$ cat src/rtl/policy_regbank_pkg.sv
package policy_regbank_pkg;

  localparam int DATA_W    = 32;
  localparam int LANE_W    = 8;
  localparam int NUM_LANES = DATA_W / LANE_W;

  // Access size codes carried on the bus
  typedef enum logic [1:0] {
    SZ_BYTE  = 2'd0,
    SZ_HALF  = 2'd1,
    SZ_WORD  = 2'd2,
    SZ_WORD3 = 2'd3
  } acc_size_e;

  // Low-lane enable mask: min(register bytes, access bytes) lanes set
  function automatic logic [DATA_W-1:0] lane_mask(input logic [1:0] sz,
                                                   input int reg_bytes);
    int nbytes;
    logic [DATA_W-1:0] m;
    case (acc_size_e'(sz))
      SZ_BYTE: nbytes = 1;
      SZ_HALF: nbytes = 2;
      default: nbytes = 4;
    endcase
    if (reg_bytes < nbytes) nbytes = reg_bytes;
    m = '0;
    for (int b = 0; b < NUM_LANES; b++) begin
      if (b < nbytes) m[b*LANE_W +: LANE_W] = '1;
    end
    return m;
  endfunction

endpackage

$ cat src/rtl/policy_regbank_rst_sync.sv
module policy_regbank_rst_sync #(
  parameter int STAGES = 2
) (
  input  logic clk,
  input  logic rst_n,
  output logic rst_sync_n
);

  logic [STAGES-1:0] sync_q;
  logic [STAGES-1:0] sync_d;

  always_comb begin
    sync_d = {sync_q[STAGES-2:0], 1'b1};
  end

  always_ff @(posedge clk or negedge rst_n) begin
    if (!rst_n) sync_q <= '0;
    else        sync_q <= sync_d;
  end

  assign rst_sync_n = sync_q[STAGES-1];

endmodule

$ cat src/rtl/policy_regbank_decode.sv
module policy_regbank_decode #(
  parameter int NUM_REGS = 4,
  parameter int ADDR_W   = 8,
  parameter logic [NUM_REGS-1:0][ADDR_W-1:0] REG_ADDR = '0
) (
  input  logic [ADDR_W-1:0]   addr,
  output logic [NUM_REGS-1:0] hit,
  output logic                any_hit
);

  // Exact whole-address comparison per register
  for (genvar i = 0; i < NUM_REGS; i++) begin : g_match
    assign hit[i] = (addr == REG_ADDR[i]);
  end

  assign any_hit = |hit;

endmodule

$ cat src/rtl/policy_regbank_cell.sv
module policy_regbank_cell
  import policy_regbank_pkg::*;
#(
  parameter logic [DATA_W-1:0] RESET_VAL = '0,
  parameter logic [DATA_W-1:0] RO_MASK   = '0,
  parameter logic [DATA_W-1:0] W1C_MASK  = '0,
  parameter logic [DATA_W-1:0] RSVD_MASK = '0,
  parameter logic [DATA_W-1:0] COR_MASK  = '0
) (
  input  logic              clk,
  input  logic              rst_n,
  input  logic              wr_hit,
  input  logic              rd_hit,
  input  logic [DATA_W-1:0] wdata,
  input  logic [DATA_W-1:0] wmask,
  input  logic [DATA_W-1:0] rmask,
  output logic [DATA_W-1:0] q
);

  logic [DATA_W-1:0] keep_mask;
  logic [DATA_W-1:0] merged;
  logic [DATA_W-1:0] after_wr;
  logic [DATA_W-1:0] q_nxt;
  logic              upd_en;

  always_comb begin
    keep_mask = RO_MASK | W1C_MASK | RSVD_MASK | ~wmask;
    merged    = (wdata & ~keep_mask) | (q & keep_mask);
    merged    = merged & ~(wdata & W1C_MASK);
    after_wr  = wr_hit ? merged : q;
    q_nxt     = rd_hit ? (after_wr & ~(COR_MASK & rmask)) : after_wr;
    upd_en    = wr_hit | rd_hit;
  end

  always_ff @(posedge clk or negedge rst_n) begin
    if (!rst_n)      q <= RESET_VAL;
    else if (upd_en) q <= q_nxt;
  end

  // read-only bits never move after reset
  p_ro_stable_r2: assert property (@(posedge clk) disable iff (!rst_n)
    ((q & RO_MASK) == ($past(q) & RO_MASK)));

  // reserved bits never move after reset
  p_rsvd_stable_r8: assert property (@(posedge clk) disable iff (!rst_n)
    ((q & RSVD_MASK) == ($past(q) & RSVD_MASK)));

  // write-one-to-clear bits can only fall
  p_w1c_no_set_r3: assert property (@(posedge clk) disable iff (!rst_n)
    ((q & ~$past(q) & W1C_MASK) == '0));

  // in-width clear-on-read bits are zero after a read
  p_cor_cleared_r6: assert property (@(posedge clk) disable iff (!rst_n)
    rd_hit |=> ((q & COR_MASK & $past(rmask)) == '0));

endmodule

$ cat src/rtl/policy_regbank_rdmux.sv
module policy_regbank_rdmux
  import policy_regbank_pkg::*;
#(
  parameter int NUM_REGS = 4
) (
  input  logic                             clk,
  input  logic                             rst_n,
  input  logic                             rd_stb,
  input  logic [NUM_REGS-1:0]              hit,
  input  logic                             any_hit,
  input  logic [NUM_REGS-1:0][DATA_W-1:0]  regs,
  input  logic [DATA_W-1:0]                rmask,
  output logic [DATA_W-1:0]                rd_data
);

  logic [DATA_W-1:0] sel;
  logic [DATA_W-1:0] rd_nxt;

  always_comb begin
    sel = '0;
    for (int i = 0; i < NUM_REGS; i++) begin
      if (hit[i]) sel = sel | regs[i];
    end
    rd_nxt = any_hit ? (sel & rmask) : '0;
  end

  always_ff @(posedge clk or negedge rst_n) begin
    if (!rst_n)      rd_data <= '0;
    else if (rd_stb) rd_data <= rd_nxt;
  end

  // read data holds while no read is issued
  p_rd_hold_r5: assert property (@(posedge clk) disable iff (!rst_n)
    !rd_stb |=> $stable(rd_data));

  // unmapped read returns zero
  p_unmapped_rd_zero_r7: assert property (@(posedge clk) disable iff (!rst_n)
    (rd_stb && !any_hit) |=> (rd_data == '0));

endmodule

$ cat src/rtl/policy_regbank.sv
module policy_regbank
  import policy_regbank_pkg::*;
#(
  parameter int NUM_REGS  = 4,
  parameter int ADDR_W    = 8,
  parameter int REG_BYTES = 4,
  parameter logic [NUM_REGS-1:0][ADDR_W-1:0] REG_ADDR =
    {8'h10, 8'h08, 8'h04, 8'h00},
  parameter logic [NUM_REGS-1:0][DATA_W-1:0] RESET_VAL =
    {32'hDEAD_BEEF, 32'h5A5A_5A5A, 32'h0000_ABFF, 32'h1100_30A5},
  parameter logic [NUM_REGS-1:0][DATA_W-1:0] RO_MASK =
    {32'h0, 32'h0, 32'h0000_FF00, 32'hFF00_0000},
  parameter logic [NUM_REGS-1:0][DATA_W-1:0] W1C_MASK =
    {32'h0, 32'h0, 32'h0000_00FF, 32'h0},
  parameter logic [NUM_REGS-1:0][DATA_W-1:0] RSVD_MASK =
    {32'h0, 32'h0, 32'h0, 32'h0000_F000},
  parameter logic [NUM_REGS-1:0][DATA_W-1:0] COR_MASK =
    {32'h0, 32'hFFFF_0000, 32'h0, 32'h0},
  parameter logic [NUM_REGS-1:0][DATA_W-1:0] UNIMP_MASK =
    {32'h0, 32'h0, 32'h0, 32'h00F0_0000}
) (
  input  logic              clk,
  input  logic              rst_n,
  input  logic [ADDR_W-1:0] bus_addr,
  input  logic [DATA_W-1:0] bus_wdata,
  input  logic              bus_wr,
  input  logic              bus_rd,
  input  logic [1:0]        bus_size,
  output logic [DATA_W-1:0] rd_data,
  output logic              err_unmapped,
  output logic              err_rsvd,
  output logic              err_unimp
);

  logic                             rst_sync_n;
  logic [NUM_REGS-1:0]              hit;
  logic                             any_hit;
  logic [NUM_REGS-1:0][DATA_W-1:0]  reg_q;
  logic [DATA_W-1:0]                acc_mask;
  logic [NUM_REGS-1:0]              rsvd_viol;
  logic [NUM_REGS-1:0]              unimp_viol;
  logic                             unmapped_nxt;
  logic                             rsvd_nxt;
  logic                             unimp_nxt;

  policy_regbank_rst_sync #(.STAGES(2)) u_rst_sync (
    .clk        (clk),
    .rst_n      (rst_n),
    .rst_sync_n (rst_sync_n)
  );

  policy_regbank_decode #(
    .NUM_REGS (NUM_REGS),
    .ADDR_W   (ADDR_W),
    .REG_ADDR (REG_ADDR)
  ) u_decode (
    .addr    (bus_addr),
    .hit     (hit),
    .any_hit (any_hit)
  );

  // Same mask serves write enable and read width
  assign acc_mask = lane_mask(bus_size, REG_BYTES);

  for (genvar i = 0; i < NUM_REGS; i++) begin : g_reg
    policy_regbank_cell #(
      .RESET_VAL (RESET_VAL[i]),
      .RO_MASK   (RO_MASK[i]),
      .W1C_MASK  (W1C_MASK[i]),
      .RSVD_MASK (RSVD_MASK[i]),
      .COR_MASK  (COR_MASK[i])
    ) u_cell (
      .clk    (clk),
      .rst_n  (rst_sync_n),
      .wr_hit (bus_wr & hit[i]),
      .rd_hit (bus_rd & hit[i]),
      .wdata  (bus_wdata),
      .wmask  (acc_mask),
      .rmask  (acc_mask),
      .q      (reg_q[i])
    );

    assign rsvd_viol[i]  = bus_wr & hit[i] &
                           (|((reg_q[i] ^ bus_wdata) & RSVD_MASK[i] & acc_mask));
    assign unimp_viol[i] = bus_wr & hit[i] &
                           (|(bus_wdata & UNIMP_MASK[i] & acc_mask));
  end

  policy_regbank_rdmux #(.NUM_REGS(NUM_REGS)) u_rdmux (
    .clk     (clk),
    .rst_n   (rst_sync_n),
    .rd_stb  (bus_rd),
    .hit     (hit),
    .any_hit (any_hit),
    .regs    (reg_q),
    .rmask   (acc_mask),
    .rd_data (rd_data)
  );

  always_comb begin
    unmapped_nxt = (bus_rd | bus_wr) & ~any_hit;
    rsvd_nxt     = |rsvd_viol;
    unimp_nxt    = |unimp_viol;
  end

  always_ff @(posedge clk or negedge rst_sync_n) begin
    if (!rst_sync_n) begin
      err_unmapped <= 1'b0;
      err_rsvd     <= 1'b0;
      err_unimp    <= 1'b0;
    end else begin
      err_unmapped <= unmapped_nxt;
      err_rsvd     <= rsvd_nxt;
      err_unimp    <= unimp_nxt;
    end
  end

  // an access with no match raises the unmapped pulse next cycle
  p_unmapped_flag_r7: assert property (@(posedge clk) disable iff (!rst_sync_n)
    ((bus_rd || bus_wr) && !any_hit) |=> err_unmapped);

  // no access, no pulse
  p_quiet_after_idle_r10: assert property (@(posedge clk) disable iff (!rst_sync_n)
    (!bus_rd && !bus_wr) |=> (!err_unmapped && !err_rsvd && !err_unimp));

  // reserved-change pulse only follows a write
  p_rsvd_after_write_r8: assert property (@(posedge clk) disable iff (!rst_sync_n)
    err_rsvd |-> $past(bus_wr && any_hit));

  // unimplemented-write pulse only follows a mapped write
  p_unimp_after_write_r9: assert property (@(posedge clk) disable iff (!rst_sync_n)
    err_unimp |-> $past(bus_wr && any_hit));

endmodule

$ cat config.mk
export PLATFORM = sky130hd
export DESIGN_NAME = policy_regbank
export DESIGN_NICKNAME = d
export VERILOG_FILES = /design/src/rtl/policy_regbank_pkg.sv /design/src/rtl/policy_regbank_rst_sync.sv /design/src/rtl/policy_regbank_decode.sv /design/src/rtl/policy_regbank_cell.sv /design/src/rtl/policy_regbank_rdmux.sv /design/src/rtl/policy_regbank.sv
export SDC_FILE = /design/constraint.sdc
export NUM_CORES = 1
export LEC_CHECK = 0
export BUFFER_PORTS_ARGS = -buffer_cell sky130_fd_sc_hd__buf_2
export CORE_MARGIN = 3
export CORE_UTILIZATION = 30
export DETAILED_ROUTE_END_ITERATION = 6
export HOLD_SLACK_MARGIN = 0.1
export PLACE_DENSITY = 0.54
export SYNTH_ARGS = -nofsm -noshare
export SYNTH_HDL_FRONTEND = slang
export SYNTH_SLANG_ARGS = --single-unit
$ cat constraint.sdc
create_clock -name clk -period 9.1 [get_ports clk]
set_input_delay 1.82 -clock clk [delete_from_list [all_inputs] [get_ports clk]]
set_output_delay 1.82 -clock clk [all_outputs]
set_load 0.01 [all_outputs]
==> metrics.txt <==
Least-Margin Pin Slew approximately 980 ps; pin count of the biggest net entering global routing 79; Placed Instances 789; RSZ-0062 raised after global routing no; Tcrit/Tclk final a little over two fifths; largest family of logic cells by synthesized area multiplexers; mux share of post-synthesis cell area 18.1%; average routed wire per standard cell between 15 and 20 um; leakage between 3 and 4 nW; Worst Hold Class reg -> reg; Worst setup SP type primary input; total grt overflow 0; largest fanout on the critical path 42; nets 585; Vias 4,307; crit end category flip-flop; Tot Pwr roughly 1.5 mW; final clock skew roughly 16 ps; final worst setup slack 5140 ps; sequential area share after synthesis between 50% and 60%; first-pass GRT wire length 26.1 mm; area delta synth->final 19.4%; clock buffer depth 2; Post-synth EDFFs 0; drc violations 0; Placed Area about 7100 sq um; total core area between 20,000 and 25,000 sq um; final cell count without fillers slightly above 800; H-tree Lvls 4; placer congestion estimate roughly 0.75; Placement Rows 52; register area between 3000 and 4000 sq um; # IOs just over 80; routed vias/inst 5.24; fill count ~2,000; HPWL Detailed between 10 and 15 mm; Final Hold Fails 0; Post-CTS Hold Buffers 0; DP Worst Slack 4680 ps; Power Dens Cells between 150 and 200 nW/um^2; gr usage total around 14%; Final Max Tran Viols 0; Resized cells post-CTS 0; simple-gate area share of the yosys netlist under 10%; Final Critical Period 3960 ps; area share of xor/xnor cells in the synthesized design 0%; 1st-iter DRT viols 269; number of global-route vias before repair about 4,700; synthesized area per cell between 10 and 15 sq um; final setup vio count 0; Clock Pin Slew Worst Setup and Hold Paths 50 ps; asr flop ratio synth 100%; layout cells sized above 1 between 40% and 50%; Root Buffer clkbuf_16; CTS tree built; Max Cap Viol 0; kind of critical path in -> reg; design area 7690 sq um; initial antenna violation count 1; setup bufs post-CTS 0; number of iterations in the first detailed-routing pass 5; status finished, final reports clean; DRT antenna net count 0; maximum vdd drop 0.000132 V; PortBufs 80; Final Util a little under two fifths; most common flop cell mapped by yosys dfrtp_1; Initial Utilization slightly above 30%; Vert. Die Dim 152 um; worst skew pair latency 430 ps; Critical Path AT 4270 ps; CP required 9410 ps; TNS Setup 0 ps; Synth Instances 463; die width around 150 um; Seq cells post-synth ~150; Yosys cell types a little over 50; total die area ~23,000 sq um; Max Freq 253 MHz; Slew HR 34.4%; Syn Std Cell Area approximately 6400 sq um; multi-input combinational cell area 2570 sq um; Synthesis Warnings 0; Compound-Gate Fraction of Synth Area 15.0%; final wirelength roughly 16 mm; clock sinks about 150; adder-cell share of the synthesized area 0.369%; Syn Nets approximately 500; final hold slack 349 ps; CTS Buf Count 17
[synth_stat cells (2+ instances only)]
cell       count  area [sq um]
buf_6          3          33.8
buf_2         13          65.1
mux2i_1       17           170
a21boi_0       9          67.6
o32a_1         3          30.0
a22oi_1       22           165
mux2_4        10           150
a21oi_1        2          10.0
o21ai_0        2          10.0
nor2_1        13          48.8
nor2_2         2          12.5
nand4_2        2          25.0
dfrtp_1       93          2330
nor2b_1        7          43.8
dfstp_2       52          1370
clkbuf_1      12          45.0
o22ai_1       16           100
nand2_1        9          33.8
a32oi_1        8          70.1
o2bb2ai_1     18           158
a22o_1        37           324
and2_1         3          18.8
nand4_1        3          18.8
mux2_2        74           833
nor2_4         2          22.5
inv_1          4          15.0
nand2b_1       3          18.8
[placed cells by master (no fill, tap or decap), types with 10 or more instances in the layout]
| master | count |
|---|---|
| dfrtp_1 | 92 |
| dfstp_2 | 52 |
| mux2_4 | 10 |
| buf_2 | 80 |
| nor2_1 | 13 |
| o22ai_1 | 16 |
| mux2_2 | 74 |
| a22oi_1 | 22 |
| clkbuf_16 | 17 |
| mux2i_1 | 17 |
| a22o_1 | 37 |
| o2bb2ai_1 | 18 |
[power by group]
part	switching, mW	internal [mW]	total (mW)	leakage (nW)
registers	0.0135	0.667	0.681	1.82
logic	0.0482	0.0314	0.0796	1.36
clock network	0.261	0.459	0.720	0.299
total	0.323	1.16	1.48	3.47
[cells by family after synthesis]
| family | count (synthesis) |
|---|---|
| compound gates | 121 |
| fa+ha+maj | 2 |
| buf+inv | 34 |
| flops | 145 |
| mux | 102 |
| other cells | 1 |
| simple gates | 58 |
[final timing paths]
kind                       slack (ps)                         endpoint  depth (start not counted)                           start
hold / removal                    350   u_rst_sync.sync_q[1]$_DFF_PN0_                          0  u_rst_sync.sync_q[0]$_DFF_PN0_
setup / recovery                 5140                        flip-flop                          6                     bus_addr[4]
setup reg to reg                 7140       asynchronous set/reset pin                          1  u_rst_sync.sync_q[1]$_DFF_PN0_
max in group asynchronous        7140       asynchronous set/reset pin                          1  u_rst_sync.sync_q[1]$_DFF_PN0_
hold reg to reg                   350   u_rst_sync.sync_q[1]$_DFF_PN0_                          0  u_rst_sync.sync_q[0]$_DFF_PN0_
min in group asynchronous         440  u_rdmux.rd_data[16]$_DFFE_PN0P_                          0  u_rst_sync.sync_q[1]$_DFF_PN0_
[per-layer routing]
metal	GRT usage (%)	wire length [um]	share of wire [%]
met1	17.9	7000	43
met2	23.2	8000	49
met3	4.35	903	5.5
met4	5.60	375	2.3
met5	0	0	0
[cell type report]
cell class / instances / share of cell area [%]
clock inverters: 9 / 1.68
multi-input cells: 284 / 33.5
repair buffers: 85 / 5.70
diodes: 1 / 0.0326
inverters: 5 / 0.244
clock buffers: 23 / 6.35
flip-flops and latches: 145 / 48.1
well taps: 270 / 4.40
[worst max-delay path, cell delays in order]
cell	delay, ps
buf_2	100
buf_4	290
nor4_4	460
nand4_1	600
nor2_2	550
mux2_2	390
No activity file was read; power rests on OpenSTA's default activity.
